<file path="src/rtl/ttr_pkg.sv">
// Shared types for the translation window matcher.
// Assumes a 32-bit window register whose top byte is compared with the
// top byte of the access address.
package ttr_pkg;

    localparam int TTR_W = 32;

    // Bits that are stored; every other bit is reserved and held at zero.
    localparam logic [TTR_W-1:0] TTR_KEEP = 32'hFFFF_E364;

    typedef struct packed {
        logic [7:0] base;
        logic [7:0] mask;
        logic       en;
        logic [1:0] priv;
        logic [2:0] rsv_a;
        logic [1:0] uattr;
        logic       rsv_b;
        logic [1:0] cmode;
        logic [1:0] rsv_c;
        logic       wp;
        logic [1:0] rsv_d;
    } ttr_t;

    typedef enum logic [1:0] {
        CM_WRTHRU = 2'b00,
        CM_COPYBK = 2'b01,
        CM_NC_SER = 2'b10,
        CM_NC     = 2'b11
    } cmode_e;

endpackage

</file>
<file path="src/rtl/ttr_slot.sv">
// One translation window: stores its register (reserved bits forced to
// zero) and compares the access tag and privilege against it.
// Assumes the caller has already decoded the write strobe for this slot.
module ttr_slot
    import ttr_pkg::*;
(
    input  logic             clk,
    input  logic             rst_n,
    input  logic             load,
    input  logic [TTR_W-1:0] load_val,
    input  logic [7:0]       tag,
    input  logic             is_super,
    output logic             hit,
    output logic [1:0]       cmode,
    output logic             wp,
    output logic [TTR_W-1:0] value
);

    ttr_t reg_q;
    logic tag_ok;
    logic priv_ok;

    // Register storage with reserved bits cleared on every write.
    always_ff @(posedge clk) begin
        if (!rst_n)
            reg_q <= '0;
        else if (load)
            reg_q <= ttr_t'(load_val & TTR_KEEP);
    end

    // Tag and privilege comparison for this window.
    always_comb begin
        tag_ok  = (((tag ^ reg_q.base) & ~reg_q.mask) == 8'h00);
        priv_ok = reg_q.priv[1] | (reg_q.priv[0] == is_super);
        hit     = reg_q.en & tag_ok & priv_ok;
    end

    assign cmode = reg_q.cmode;
    assign wp    = reg_q.wp;
    assign value = reg_q;

endmodule

</file>
<file path="src/rtl/ttr_prio.sv">
// Fixed-priority combiner: the lowest-numbered hitting window supplies
// the cache mode and write-protect bit.
// Assumes at least one window.
module ttr_prio #(
    parameter int NUM = 2
) (
    input  logic [NUM-1:0]      hit_vec,
    input  logic [NUM-1:0][1:0] cm_vec,
    input  logic [NUM-1:0]      wp_vec,
    output logic                any_hit,
    output logic [1:0]          cm_sel,
    output logic                wp_sel
);

    // Scan from the highest index down so the lowest hitting one wins.
    always_comb begin
        any_hit = 1'b0;
        cm_sel  = 2'b00;
        wp_sel  = 1'b0;
        for (int i = NUM - 1; i >= 0; i--) begin
            if (hit_vec[i]) begin
                any_hit = 1'b1;
                cm_sel  = cm_vec[i];
                wp_sel  = wp_vec[i];
            end
        end
    end

endmodule

</file>
<file path="src/rtl/ttr_match_unit.sv">
// Top of the translation window matcher: NUM_WIN window slots, a write
// decoder, a readback multiplexer and the priority combiner.
// Assumes addresses of at least 8 bits; matching uses the top byte only.
module ttr_match_unit
    import ttr_pkg::*;
#(
    parameter int NUM_WIN = 2,
    parameter int ADDR_W  = 32,
    parameter int SEL_W   = (NUM_WIN > 1) ? $clog2(NUM_WIN) : 1
) (
    input  logic              clk,
    input  logic              rst_n,
    input  logic              wr_en,
    input  logic [SEL_W-1:0]  wr_sel,
    input  logic [TTR_W-1:0]  wr_data,
    input  logic [SEL_W-1:0]  rd_sel,
    output logic [TTR_W-1:0]  rd_data,
    input  logic [ADDR_W-1:0] addr,
    input  logic              is_super,
    input  logic              is_write,
    output logic              hit,
    output logic [1:0]        cache_mode,
    output logic              wr_fault
);

    localparam int TAG_LSB = ADDR_W - 8;

    logic [7:0]                  tag;
    logic [NUM_WIN-1:0]          hit_vec;
    logic [NUM_WIN-1:0][1:0]     cm_vec;
    logic [NUM_WIN-1:0]          wp_vec;
    logic [NUM_WIN-1:0][TTR_W-1:0] val_vec;
    logic                        wp_win;
    logic                        unused_low;

    assign tag        = addr[ADDR_W-1:TAG_LSB];
    assign unused_low = ^addr[TAG_LSB-1:0];

    generate
        for (genvar g = 0; g < NUM_WIN; g++) begin : g_win
            ttr_slot u_slot (
                .clk      (clk),
                .rst_n    (rst_n),
                .load     (wr_en && (int'(wr_sel) == g)),
                .load_val (wr_data),
                .tag      (tag),
                .is_super (is_super),
                .hit      (hit_vec[g]),
                .cmode    (cm_vec[g]),
                .wp       (wp_vec[g]),
                .value    (val_vec[g])
            );
        end
    endgenerate

    ttr_prio #(.NUM(NUM_WIN)) u_prio (
        .hit_vec (hit_vec),
        .cm_vec  (cm_vec),
        .wp_vec  (wp_vec),
        .any_hit (hit),
        .cm_sel  (cache_mode),
        .wp_sel  (wp_win)
    );

    // Write refusal for protected windows.
    assign wr_fault = hit & wp_win & is_write;

    // Readback multiplexer; out-of-range indices read zero.
    always_comb begin
        rd_data = '0;
        if (int'(rd_sel) < NUM_WIN)
            rd_data = val_vec[rd_sel];
    end

endmodule

</file>
<file path="config.mk">
export PLATFORM = sky130hd
export DESIGN_NAME = ttr_match_unit
export DESIGN_NICKNAME = d
export VERILOG_FILES = /design/src/rtl/ttr_pkg.sv /design/src/rtl/ttr_slot.sv /design/src/rtl/ttr_prio.sv /design/src/rtl/ttr_match_unit.sv
export SDC_FILE = /design/constraint.sdc
export NUM_CORES = 1
export LEC_CHECK = 0
export BUFFER_PORTS_ARGS = -buffer_cell sky130_fd_sc_hd__buf_2
export CAP_MARGIN = 0
export CORE_MARGIN = 8
export CORE_UTILIZATION = 43
export DETAILED_ROUTE_END_ITERATION = 10
export PLACE_DENSITY = 0.77
export SETUP_SLACK_MARGIN = 0.05
export SLEW_MARGIN = 20
export SYNTH_ARGS = -nofsm -noshare
export SYNTH_HDL_FRONTEND = slang
export SYNTH_SLANG_ARGS = --single-unit
</file>
<file path="constraint.sdc">
create_clock -name clk -period 1.31 [get_ports clk]
set_input_delay 0.262 -clock clk [delete_from_list [all_inputs] [get_ports clk]]
set_output_delay 0.262 -clock clk [all_outputs]
set_load 0.01 [all_outputs]
</file>
# After elaboration in Yosys (flattened, before gate mapping)
# Index checks and enable logic that the tools add are counted.
# word_totals
output_inout_bits,36
regBits,48
inputBits,71
elab_cells,44
# op_classes
n_eq_ne,2
bitwise,15
n_lt_le_gt_ge,1
n_reduce_logical,4
n_mux,8
# ops
cell,count
$mux 32,2
$and 8x8->8,2
$logic_not 8->1,2
$not 8->8,2
$xor 8x8->8,2
$and 1x1->1,6
$mux 1,4
$mux 2,2
$eq 1x1->1,2
$logic_and 1x1->1,2
$lt 1x2->1 const B,1
$or 1x1->1,2
$not 1->1,1

# Logic depth before layout (Yosys ltp)
# Gate-level depths: netlist of run 1.
# logic_depth
ltp_word,9
ltp_mapped,5
ltp_nobuf,5

# Cells and area by module
# From an unflattened synthesis of run 1, not the netlist that was laid out.
# hier_totals
cells_unflattened,259
hier_area_um2,2826.5
# by_module_without_submodules
module,area_per_inst_um2,seq_area_each_um2,cells_each,n_inst
ttr_slot,1109.8,480.5,105,2
ttr_match_unit,563.0,0.0,39,1
ttr_prio,43.8,0.0,10,1

# Worst setup path before layout of run 1
# Ideal clock, no wire load.
# synth_timing
path_kind,register to output
from,register g_win[0].u_slot.reg_q (netlist bit g_win[0].u_slot.value[26])
to,output port cache_mode[0]
path_buffers,0
required_time_ns,1.048
stages_incl_launch_ff,6
t_arrival_ns,1.197
slack_ns,-0.149
path_cell_list,dfxtp_1 > xnor2_1 > o22ai_1 > nor2_2 > o2111ai_4 > mux2_4
# synth_between
elab_chain_cells,6
# synth_lines
item,line,source
"start, declared",ttr_slot.sv:19,ttr_t reg_q;
"start signal, assigned",ttr_slot.sv:28,reg_q <= ttr_t'(load_val & TTR_KEEP);
$xor 8x8->8,ttr_slot.sv:33,tag_ok = (((tag ^ reg_q.base) & ~reg_q.mask) == 8'h00);
$and 8x8->8,ttr_slot.sv:33,
$logic_not 8->1,ttr_slot.sv:33,
$and 1x1->1 (2 in series),ttr_slot.sv:35,hit = reg_q.en & tag_ok & priv_ok;
$mux 2,ttr_prio.sv:21,if (hit_vec[i]) begin
"end, declared",ttr_match_unit.sv:22,"output logic [1:0] cache_mode,"
# Every way passes these cells.

# Worst setup path in the final report of run 1
# layout_timing
from,register g_win[0].u_slot.reg_q (netlist bit g_win[0].u_slot.value[29])
to,output port cache_mode[1]
# Same word-level chain as after synthesis.

==> summary.txt, run 1 <==
Logic synthesis
  • Warning count from the yosys run: 0
  • Mean instance size in the synthesized netlist: roughly 8.5 um2
  • Count of distinct cell types in the synthesized netlist: 22
  • Flops & latches, synth: 48
  • Sequential area share after synthesis: between 30% and 40%
  • Netlist area before placement: between 2000 and 2500 um2
  • Synthesized instance count: 289

Final layout
  • Antenna Diode Count: 0
  • Share of layout cells above drive strength 1: 53.59%
  • Net count, final: between 400 and 500
  • Area added between synthesis and finish: 58.56%
  • Leading cell types in the layout, fill and taps excluded: sky130_fd_sc_hd__nand2_1 (100), sky130_fd_sc_hd__buf_6 (58), sky130_fd_sc_hd__a21boi_0 (48)
  • Most frequent standard cell in the layout excluding fill and tap cells: sky130_fd_sc_hd__nand2_1
  • Area taken by multi-input logic gates: 1585 um2
  • Area of all placed cells without fillers: 3892 um2
  • Count of filler cells inserted in the layout: 417
  • Post-Route Utilization: 70.69%
  • Footprint of the flip-flops and latches: 1020 um2

Die
  • Cell row count: 27
  • DIE AREA: between 8000 and 9000 um2
  • Number of I/O pins: 107
  • Chip width: 91.56 um
  • Initial cell density of the core: 44.58%
  • Vert. Die Dim: approximately 92 um
  • Core Region: between 5000 and 6000 um2

Clock network
  • Number of buffers inserted by hold repair at cts: 0
  • H-Tree Level Count: 2
  • Clk pin slew, worst setup/hold paths: 0.09 ns
  • Clock root cell: sky130_fd_sc_hd__clkbuf_8
  • Clock insertion delay at the later pin of the skew report: 0.30 ns
  • Number of buffers created by CTS: 5
  • Clock sinks: 48
  • Max Root-Sink Buffers: 2
  • TritonCTS clock tree: built

Worst setup path
  • Crit-path slowest cell: sky130_fd_sc_hd__dfxtp_2
  • Critical path startpoint category: register
  • Kind of critical path: register to primary output
  • Crit path cell chain: xnor2_2 > o22ai_1 > nor2_2 > o2111ai_4 > mux2_4 > buf_6
  • Critical path arrival: approximately 1.8 ns
  • FF-to-FF path depth: 4
  • Critical Path Max Stage Delay: 0.35 ns
  • Reg-to-Reg End: g_win[0].u_slot.value[31]
  • Crit. End Element: primary output
  • Worst R2R Setup Slack: 0.50 ns
  • WP data required: 1.05 ns
  • Worst Path Max Fanout: 4
  • Launching point of the worst reg2reg path: g_win[0].u_slot.value[31]

Pwr
  • Switching power summed over all nets: 0.9005 mW
  • Leakage power of the design: 1.704 nW
  • Sum of internal, switching and leakage power: 3.501 mW
  • Sequential fraction of design power: a little under half
  • Internal Dissipation: 2.601 mW
  • Sw frac: between 20% and 30%
  • Part of the power in combinational logic: 22.2%
  • Worst-case vdd ir drop: a little over 0.5 mV
  • Relative contribution of the clock network to total power: 32.2%
  • Power per standard cell area: between 800 and 900 nW/um2

Flow run
  • MaxCap Viol Count: 0

Global routing
  • Met3 routing resource usage after global routing: 4.362%
  • Number of antenna violations at the first check in global routing: 0
  • Vias in the first global route: roughly 2.5k
  • Pin count of the biggest net entering global routing: 49
  • Global-route wire length before repair: 12140 um
  • Global-route usage over all layers: 17.75%
  • Met2 GRT Util: 32.71%
  • GR Layer Usage met1: between 10% and 20%
  • Total grt overflow: 0
  • Layer with the highest usage: met2

STA
  • Final Worst Setup Slack: -0.7006 ns
  • Max Clock Skew: 0 ns
  • Fin. Hold Viols: 0
  • Share of the cycle needed by the critical path after routing: 153.5%
  • Post-layout min period: 2.011 ns
  • Total of endpoints with negative setup slack in the final report: 23
  • Maximum achievable frequency: 0.4974 GHz
  • Count of pins over their slew limit: 0
  • RSZ-0062 raised after global routing: true

Drt
  • DRC violations left: 0
  • Number of violations reported at the end of detailed-routing iteration 0: 95
  • 1st-pass router iterations: 4
  • Drt total wl: between 7000 and 8000 um
  • Average wire length per cell after detail routing: around 16 um
  • Antenna Nets Post-Route: 0
  • Vias per Instance: 4.957
  • Routed via count: between 2k and 2.5k

Worst hold path
  • Worst min path class: input port to register
  • Launch point of the worst hold path: wr_data[6]
  • Worst hold stages: 3
  • Sink of the worst hold path: g_win[1].u_slot.cmode[1]

Placed design
  • Last weighted congestion value of the routability-driven placer: 0.7352
  • Total placed instance area: 3151 um2
  • # port buffers: 66
  • HPWL reported at the end of detailed placement: 4816 um

Status
  • Violated checks: setup timing
  • Status: complete, but fails checks
-- how the worst max path moves through the flow --
| stage | endpoint | cells after the start | startpoint | slack, ns |
|---|---|---|---|---|
| 6_report | cache_mode[1] | 6 | g_win[0].u_slot.value[29] | -0.70 |
| 5_1_grt | cache_mode[1] | 6 | g_win[0].u_slot.value[29] | -0.79 |
| 4_1_cts | cache_mode[1] | 6 | g_win[0].u_slot.value[24] | -0.65 |
| 3_5_place_dp | cache_mode[1] | 7 | addr[25] | -0.49 |
| 3_3_place_gp | cache_mode[1] | 7 | addr[25] | -0.49 |
| 2_1_floorplan | cache_mode[0] | 5 | g_win[0].u_slot.value[31] | -0.11 |
-- cells by family (layout without fill, tap and decap cells) --
logic type	Yosys count	in the layout	share of synthesized area [%]
flip-flops	48	48	39.14
buffers and inverters	27	121	5.760
AND/OR/NAND/NOR	110	110	17.89
AO/OA/AOI/OAI	58	58	17.99
other	1	8	0.1528
multiplexers	27	27	12.64
XOR/XNOR	18	18	6.422
-- worst max-delay path, delay by kind of cell (launching register included) --
kind            cells  cell delay (ns)
mux                 1             0.34
buf+inv             1             0.12
flops               1             0.35
compound gates      2             0.29
xor+xnor            1             0.16
simple gates        1             0.17
-- per-stage QoR --
stage / hold slack [ns] / instances / TNS, ns / setup WS [ns]
floorplan: 0.3994 / 296 / -0.2728 / -0.1135
global placement: 0.4472 / 448 / -1.570 / -0.4860
detailed placement: 0.4609 / 448 / -1.616 / -0.4884
CTS: 0.1962 / 461 / -4.400 / -0.6526
global route: 0.1975 / 462 / -5.486 / -0.7942
finish: 0.2016 / 462 / -4.471 / -0.7006
-- power by group through the flow --
stage / combinational (mW) / clock (mW) / sequential (mW)
after floorplan: 0.323 / 0 / 1.60
after global placement: 0.580 / 0 / 1.60
after detailed placement: 0.590 / 0 / 1.60
after CTS: 0.742 / 1.15 / 1.59
after global routing: 0.832 / 1.22 / 1.60
final: 0.777 / 1.13 / 1.60
-- what timing repair did --
| item | in CTS | in global routing |
|---|---|---|
| endpoints found under the setup margin | 28 | 28 |
| setup buffers | 4 | 3 |
| cloned | 1 | 0 |
| pin swaps | 14 | 9 |
| gates resized for setup | 122 | 21 |
-- cells in the mapped netlist (all sizes together) --
cell / n / share of area [%]
conb: 1 / 0.15
o2111ai: 1 / 1.1
nor3: 1 / 0.41
xnor2: 18 / 6.4
nand4: 1 / 0.26
nand2: 100 / 15
nor2: 3 / 0.66
nand2b: 1 / 0.26
clkbuf: 11 / 1.7
and3: 2 / 0.51
mux2: 26 / 12
dfxtp: 48 / 39
nor2b: 1 / 0.26
a21boi: 48 / 15
buf: 16 / 4.1
o22ai: 8 / 2.0
o21ai: 1 / 0.20
and2: 1 / 0.26
mux2i: 1 / 0.41
-- registers in the layout, summed over array words and instances (netlist names) --
signal / flops
g_win.u_slot.value: 42
g_win.u_slot.cmode: 4
g_win.u_slot.wp: 2
-- final cells by class --
class,count,share of cell area (%)
Sequential cell,48,26.20
Clock buffer,6,2.122
Tap cell,72,2.314
Timing Repair Buffer,113,27.64
Multi-Input combinational cell,221,40.73
Clock inverter,2,0.9965
-- layer usage --
layer / share of wire, % / routed length [um]
met2: 52 / 3925
met4: 1.5 / 111
met5: 0 / 0
met3: 5.0 / 377
met1: 41 / 3123
Note: power is estimated with default switching activity, not from simulation.
==> run 2, diff against run 1 <==
ABC_AREA = 1   (was unset)
CORE_UTILIZATION = 42   (was 43)
PLACE_DENSITY = 0.76   (was 0.77)
==> run 2 against run 1 <==
Compared with the run above: the run still ends with setup timing left; utilization down 6.8 points; total power down 3.3%; wire length down 8.4%; global-route usage down 1.7 points; highest routed layer unchanged.
==> summary.txt, run 2 <==
Die
  • Initial cell density of the core: a little over two fifths
  • Core Region: 5507 um2
  • DIE AREA: 8367 um2
  • Cell row count: 27
  • Vert. Die Dim: 91.47 um
  • Chip width: 91.47 um
  • Number of I/O pins: approximately 110

Drt
  • 1st-pass router iterations: 5
  • Highest metal layer with signal wires: met4
  • Average wire length per cell after detail routing: 12.70 um
  • Detail Route met3 WL: 325 um
  • Antenna Nets Post-Route: 0
  • Drt total wl: just under 7000 um
  • Number of violations reported at the end of detailed-routing iteration 0: 132
  • Vias per Instance: 4.871
  • Amount of wire on met2 after detailed routing: 3718 um
  • DRC violations left: 0
  • Routed via count: 2650
  • Total routed wire length on the met1 layer: between 2000 and 3000 um

Clock network
  • Number of buffers created by CTS: 5
  • Clk pin slew, worst setup/hold paths: ~0.1 ns
  • H-Tree Level Count: 2
  • Clock insertion delay at the later pin of the skew report: around 0.30 ns
  • Clock root cell: sky130_fd_sc_hd__clkbuf_8
  • TritonCTS clock tree: built
  • Clock sinks: 48
  • Max Root-Sink Buffers: 2

Final layout
  • Net count, final: between 500 and 600
  • Post-Route Utilization: 63.87%
  • Flip-flop count of the largest register, all copies and words added: 42
  • Area added between synthesis and finish: 47.02%
  • Antenna Diode Count: 0
  • Share of layout cells above drive strength 1: 45.97%
  • Most frequent standard cell in the layout excluding fill and tap cells: sky130_fd_sc_hd__buf_2
  • Leading cell types in the layout, fill and taps excluded: sky130_fd_sc_hd__buf_2 (62), sky130_fd_sc_hd__nand2_1 (61), sky130_fd_sc_hd__o21ai_0 (50)
  • Area of all placed cells without fillers: 3517 um2

Placed design
  • Total placed instance area: 3098 um2
  • HPWL reported at the end of detailed placement: 4699 um
  • # port buffers: 66
  • Last weighted congestion value of the routability-driven placer: between 0.8 and 0.9

Worst setup path
  • Worst Path Max Fanout: 2
  • Crit. End Element: primary output
  • Bufs and invs on worst path: 3
  • WP data required: 1.05 ns
  • Startpoint of the most critical setup path: g_win[0].u_slot.value[31]
  • Critical path startpoint category: register
  • Critical Path Max Stage Delay: 0.34 ns
  • Critical path's most frequent cell: sky130_fd_sc_hd__nand2_2
  • CP top delay family: simple AND/OR/NAND/NOR gates
  • Kind of critical path: register to primary output
  • Launching point of the worst reg2reg path: g_win[1].u_slot.value[24]
  • Critical path arrival: roughly 1.5 ns
  • Crit-path slowest cell: sky130_fd_sc_hd__dfxtp_2
  • Crit path cell chain: inv_2 > nand2_2 > nand3_2 > nand2_2 > nor2_4 > buf_4 > nand4_1 > nand2_2 > nor2_4 > buf_6

Pwr
  • Worst-case vdd ir drop: 0.4606 mV
  • Sum of internal, switching and leakage power: 3.387 mW
  • Leakage power of the design: about 1.7 nW
  • Power per standard cell area: 962.9 nW/um2

Global routing
  • Pin count of the biggest net entering global routing: 49
  • Number of antenna violations at the first check in global routing: 0
  • Total grt overflow: 0
  • Global-route usage over all layers: between 10% and 20%
  • Vias in the first global route: 2574
  • Global-route wire length before repair: between 10000 and 15000 um

STA
  • Total of endpoints with negative setup slack in the final report: 6
  • Share of the cycle needed by the critical path after routing: 135.2%
  • RSZ-0062 raised after global routing: true
  • Final Worst Setup Slack: -0.4607 ns
  • Fin. Hold Viols: 0
  • Post-layout min period: 1.771 ns
  • Maximum achievable frequency: 0.5648 GHz
  • Count of pins over their slew limit: 0
  • Max Clock Skew: 0 ns

Status
  • Violated checks: setup timing
  • Status: complete, but fails checks

Logic synthesis
  • Flops & latches, synth: 48
  • Netlist area before placement: 2392 um2
  • Mean instance size in the synthesized netlist: 6.501 um2
  • Count of distinct cell types in the synthesized netlist: 19
  • Area share of the leading cell type in the synthesized netlist: 40.17%
  • Largest area contributor in the netlist: sky130_fd_sc_hd__dfxtp_1
  • Sequential area share after synthesis: around two fifths
  • Count leader, synth: sky130_fd_sc_hd__o21ai_0
  • Post-synth EDFFs: 0
  • Most used flip-flop cell after synthesis: sky130_fd_sc_hd__dfxtp_1
  • Synthesized instance count: 368
  • Warning count from the yosys run: 0
  • Share of synthesized flip-flops with an asynchronous set or reset: 0%
  • Commonest cells in the synthesized netlist: sky130_fd_sc_hd__o21ai_0 (74), sky130_fd_sc_hd__nand2_1 (73), sky130_fd_sc_hd__dfxtp_1 (48)
  • Synth top area cells: sky130_fd_sc_hd__dfxtp_1 (40%), sky130_fd_sc_hd__o21ai_0 (15%), sky130_fd_sc_hd__nand2_1 (11%)

Flow run
  • MaxCap Viol Count: 0

Worst hold path
  • Worst min path class: input port to register
  • Launch point of the worst hold path: wr_data[6]
run 2: cell types whose count changed after synthesis, sizes merged, moves of 2 or more:
cell    delta
xnor2     -18
o21ai     +73
nand3b     +5
a21boi    -48
inv       +46
and3       -2
clkbuf     +2
o22ai      -8
nand3     +13
nor2      +40
buf        -2
nand2     -25
a21oi     +33
mux2      -26
run 2: final timing paths:
check | to | slack [ns] | cells after the start
max | wr_fault | -0.46 | 10
min | g_win[1].u_slot.cmode[1] | 0.22 | 3
max reg2reg | g_win[1].u_slot.value[24] | 0.49 | 4
min reg2reg | g_win[0].u_slot.cmode[0] | 0.46 | 2
run 2: timing repair:
item / 4_1_cts / 5_1_grt
endpoints found under the setup margin: 24 / 28
setup buffers: 10 / 8
resized for setup: 97 / 43
hold buffers: 0 / 0
pin swaps: 21 / 26
run 2: kinds of logic after synthesis:
logic type	count (synthesis)	share of synthesized area, %
other	1	0.1568
AO/OA/AOI/OAI	107	22.39
buffers and inverters	74	13.23
AND/OR/NAND/NOR	138	24.06
flip-flops	48	40.17
run 2: where the power goes:
part / switching (mW) / internal, mW
combinational: 0.444 / 0.383
clock: 0.508 / 0.428
sequential: 0.0544 / 1.57
total: 1.01 / 2.38
run 2: layout make-up:
class	instances	area [um2]
fill	487	1989
multi-input combinational	253	1309
sequential	48	996.0
timing repair buffer	116	848.3
inverter	47	176.4
tap	72	90.09
clock buffer	6	82.58
clock inverter	2	15.01
run 2: metrics by stage:
step	setup TNS (ns)	hold WS (ns)	std cells	setup WS (ns)
floorplan	0	0.4245	375	0.0001230
global placement	-0.9183	0.4326	531	-0.2607
detailed placement	-0.9952	0.4402	531	-0.2851
CTS	-1.927	0.2167	541	-0.4916
global route	-2.669	0.2226	544	-0.5596
finish	-1.762	0.2211	544	-0.4607
run 2: routing by layer:
layer	up-vias	track usage [%]
met5	-	0
met4	0	4.911
met3	2	3.457
met2	57	30.61
met1	1225	16.89
li1	1366	-
run 2: tightest hold or removal path, stage by stage:
cell and delay (ns):
sky130_fd_sc_hd__buf_2 0.08, sky130_fd_sc_hd__o21ai_0 0.07, sky130_fd_sc_hd__nor2_1 0.07
==> run 3, diff against run 2 <==
CORE_UTILIZATION = 40   (was 42)
PLACE_DENSITY = 0.73   (was 0.76)
==> run 3 against run 2 <==
Compared with the run above: the flow still finishes with violations (setup timing); maximum frequency is 3.3% lower; first-iteration DRC count is 12% higher; via count is 0.42% lower; wire length hardly changed; critical endpoint unchanged; largest cell class unchanged; largest power group unchanged; highest routed layer unchanged.
==> summary.txt, run 3 (synthesis gave the netlist of run 2 again) <==
Status
  • Status: complete, but fails checks
  • Violated checks: setup timing

Worst setup path
  • Crit. End Element: primary output
  • Crit path cell chain: inv_2 > nand2_1 > nand3_1 > nand2_1 > nor2_2 > nand3_4 > nand2_1 > nand2_2 > nor2_4 > buf_6
  • Critical path's most frequent cell: sky130_fd_sc_hd__nand2_1
  • Critical path arrival: 1.57 ns
  • Worst Path Max Fanout: 5
  • Critical path startpoint category: register
  • WP data required: between 1 and 1.5 ns
  • Kind of critical path: register to primary output
  • Critical Path Max Stage Delay: 0.33 ns
  • Crit-path slowest cell: sky130_fd_sc_hd__dfxtp_2
  • Worst R2R Setup Slack: 0.47 ns

Global routing
  • Total grt overflow: 0
  • Global-route usage over all layers: between 10% and 20%
  • Number of antenna violations at the first check in global routing: 0
  • Global-route wire length before repair: 11160 um
  • Vias in the first global route: 2540
  • Pin count of the biggest net entering global routing: just under 50

STA
  • Total of endpoints with negative setup slack in the final report: 6
  • Post-layout min period: 1.831 ns
  • Maximum achievable frequency: 0.5460 GHz
  • Share of the cycle needed by the critical path after routing: 139.8%
  • Count of pins over their slew limit: 0
  • Fin. Hold Viols: 0
  • RSZ-0062 raised after global routing: true
  • Tightest hold margin: 0.2298 ns
  • Max Clock Skew: 0 ns
  • Final Worst Setup Slack: -0.5214 ns

Drt
  • Average wire length per cell after detail routing: 12.66 um
  • Number of violations reported at the end of detailed-routing iteration 0: 148
  • Vias per Instance: 4.833
  • Antenna Nets Post-Route: 0
  • Drt total wl: 6911 um
  • DRC violations left: 0
  • Routed via count: 2639
  • 1st-pass router iterations: 4

Die
  • DIE AREA: 8711 um2
  • Number of I/O pins: 107
  • Chip width: 93.34 um
  • Vert. Die Dim: 93.34 um
  • Initial cell density of the core: 40.89%
  • Core Region: 5851 um2
  • Cell row count: 28

Clock network
  • Clock root cell: sky130_fd_sc_hd__clkbuf_8
  • Max Root-Sink Buffers: 2
  • TritonCTS clock tree: built
  • Number of buffers inserted by hold repair at cts: 0
  • H-Tree Level Count: 2
  • Number of buffers created by CTS: 5
  • Clock insertion delay at the later pin of the skew report: slightly below 0.3 ns
  • Clock sinks: 48
  • Clk pin slew, worst setup/hold paths: 0.09 ns

Final layout
  • Flip-flop count of the largest register, all copies and words added: 42
  • Share of layout cells above drive strength 1: 43.10%
  • Area of all placed cells without fillers: roughly 3500 um2
  • Antenna Diode Count: 0
  • Area added between synthesis and finish: 44.98%
  • Leading cell types in the layout, fill and taps excluded: sky130_fd_sc_hd__nand2_1 (69), sky130_fd_sc_hd__buf_2 (61), sky130_fd_sc_hd__o21ai_0 (51)
  • Post-Route Utilization: 59.28%
  • Net count, final: 541
  • Most frequent standard cell in the layout excluding fill and tap cells: sky130_fd_sc_hd__nand2_1

Pwr
  • Sum of internal, switching and leakage power: 3.339 mW
  • Power per standard cell area: roughly 960 nW/um2
  • Leakage power of the design: 1.650 nW
  • Worst-case vdd ir drop: 0.4828 mV

Worst hold path
  • Worst min path class: input port to register

Placed design
  • HPWL reported at the end of detailed placement: 4869 um
  • Total placed instance area: 3094 um2
  • # port buffers: 66
  • Last weighted congestion value of the routability-driven placer: between 0.8 and 0.9

Flow run
  • MaxCap Viol Count: 0
run 3: power breakdown:
group	internal, mW	leakage, nW	switching [mW]	total, mW
registers	1.57	0.406	0.0541	1.62
logic	0.373	1.20	0.433	0.806
clock network	0.432	0.0455	0.480	0.911
total	2.37	1.65	0.967	3.34
run 3: metal layers:
metal | wire length [um] | share of wire (%) | track usage (%) | vias up
li1 | - | - | - | 1362
met1 | 2868 | 41 | 18.23 | 1202
met2 | 3515 | 51 | 27.67 | 65
met3 | 429 | 6.2 | 3.125 | 10
met4 | 97 | 1.4 | 5.369 | 0
met5 | 0 | 0 | 0 | -
run 3: what timing repair did:
item / 4_1_cts / 5_1_grt
pin swaps: 24 / 22
hold endpoints to repair: 0 / 0
setup endpoints to repair: 24 / 27
setup buffers: 8 / 8
gates cloned: 0 / 0
resized for setup: 90 / 36
run 3: path summary, 6_finish.rpt:
kind	start	end	cells after the start
worst max-delay path	g_win[0].u_slot.value[31]	wr_fault	10
worst min-delay path	wr_data[17]	g_win[1].u_slot.value[17]	3
worst max register to register	g_win[1].u_slot.value[24]	g_win[1].u_slot.value[24]	4
worst min register to register	g_win[0].u_slot.value[9]	g_win[0].u_slot.value[9]	2
run 3: worst max-delay path: cells and delay by family (launching register included):
| family | cells | cell delay (ns) |
|---|---|---|
| AND/OR/NAND/NOR | 8 | 0.78 |
| buffers and inverters | 2 | 0.16 |
| flip-flops | 1 | 0.33 |
run 3: metrics by stage:
stage | instances | setup WS (ns) | setup TNS, ns
4_1_cts | 543 | -0.5181 | -2.038
2_1_floorplan | 375 | 0.0001230 | 0
3_3_place_gp | 533 | -0.2738 | -1.020
6_report | 546 | -0.5214 | -1.997
5_1_grt | 546 | -0.6164 | -2.632
3_5_place_dp | 533 | -0.3050 | -1.088
run 3: final cells by class:
type	instances	area (um2)
inverter	47	176.4
fill	536	2382
timing repair buffer	115	843.3
multi-input combinational	253	1270
clock buffer	8	90.09
tap	75	93.84
sequential	48	994.7
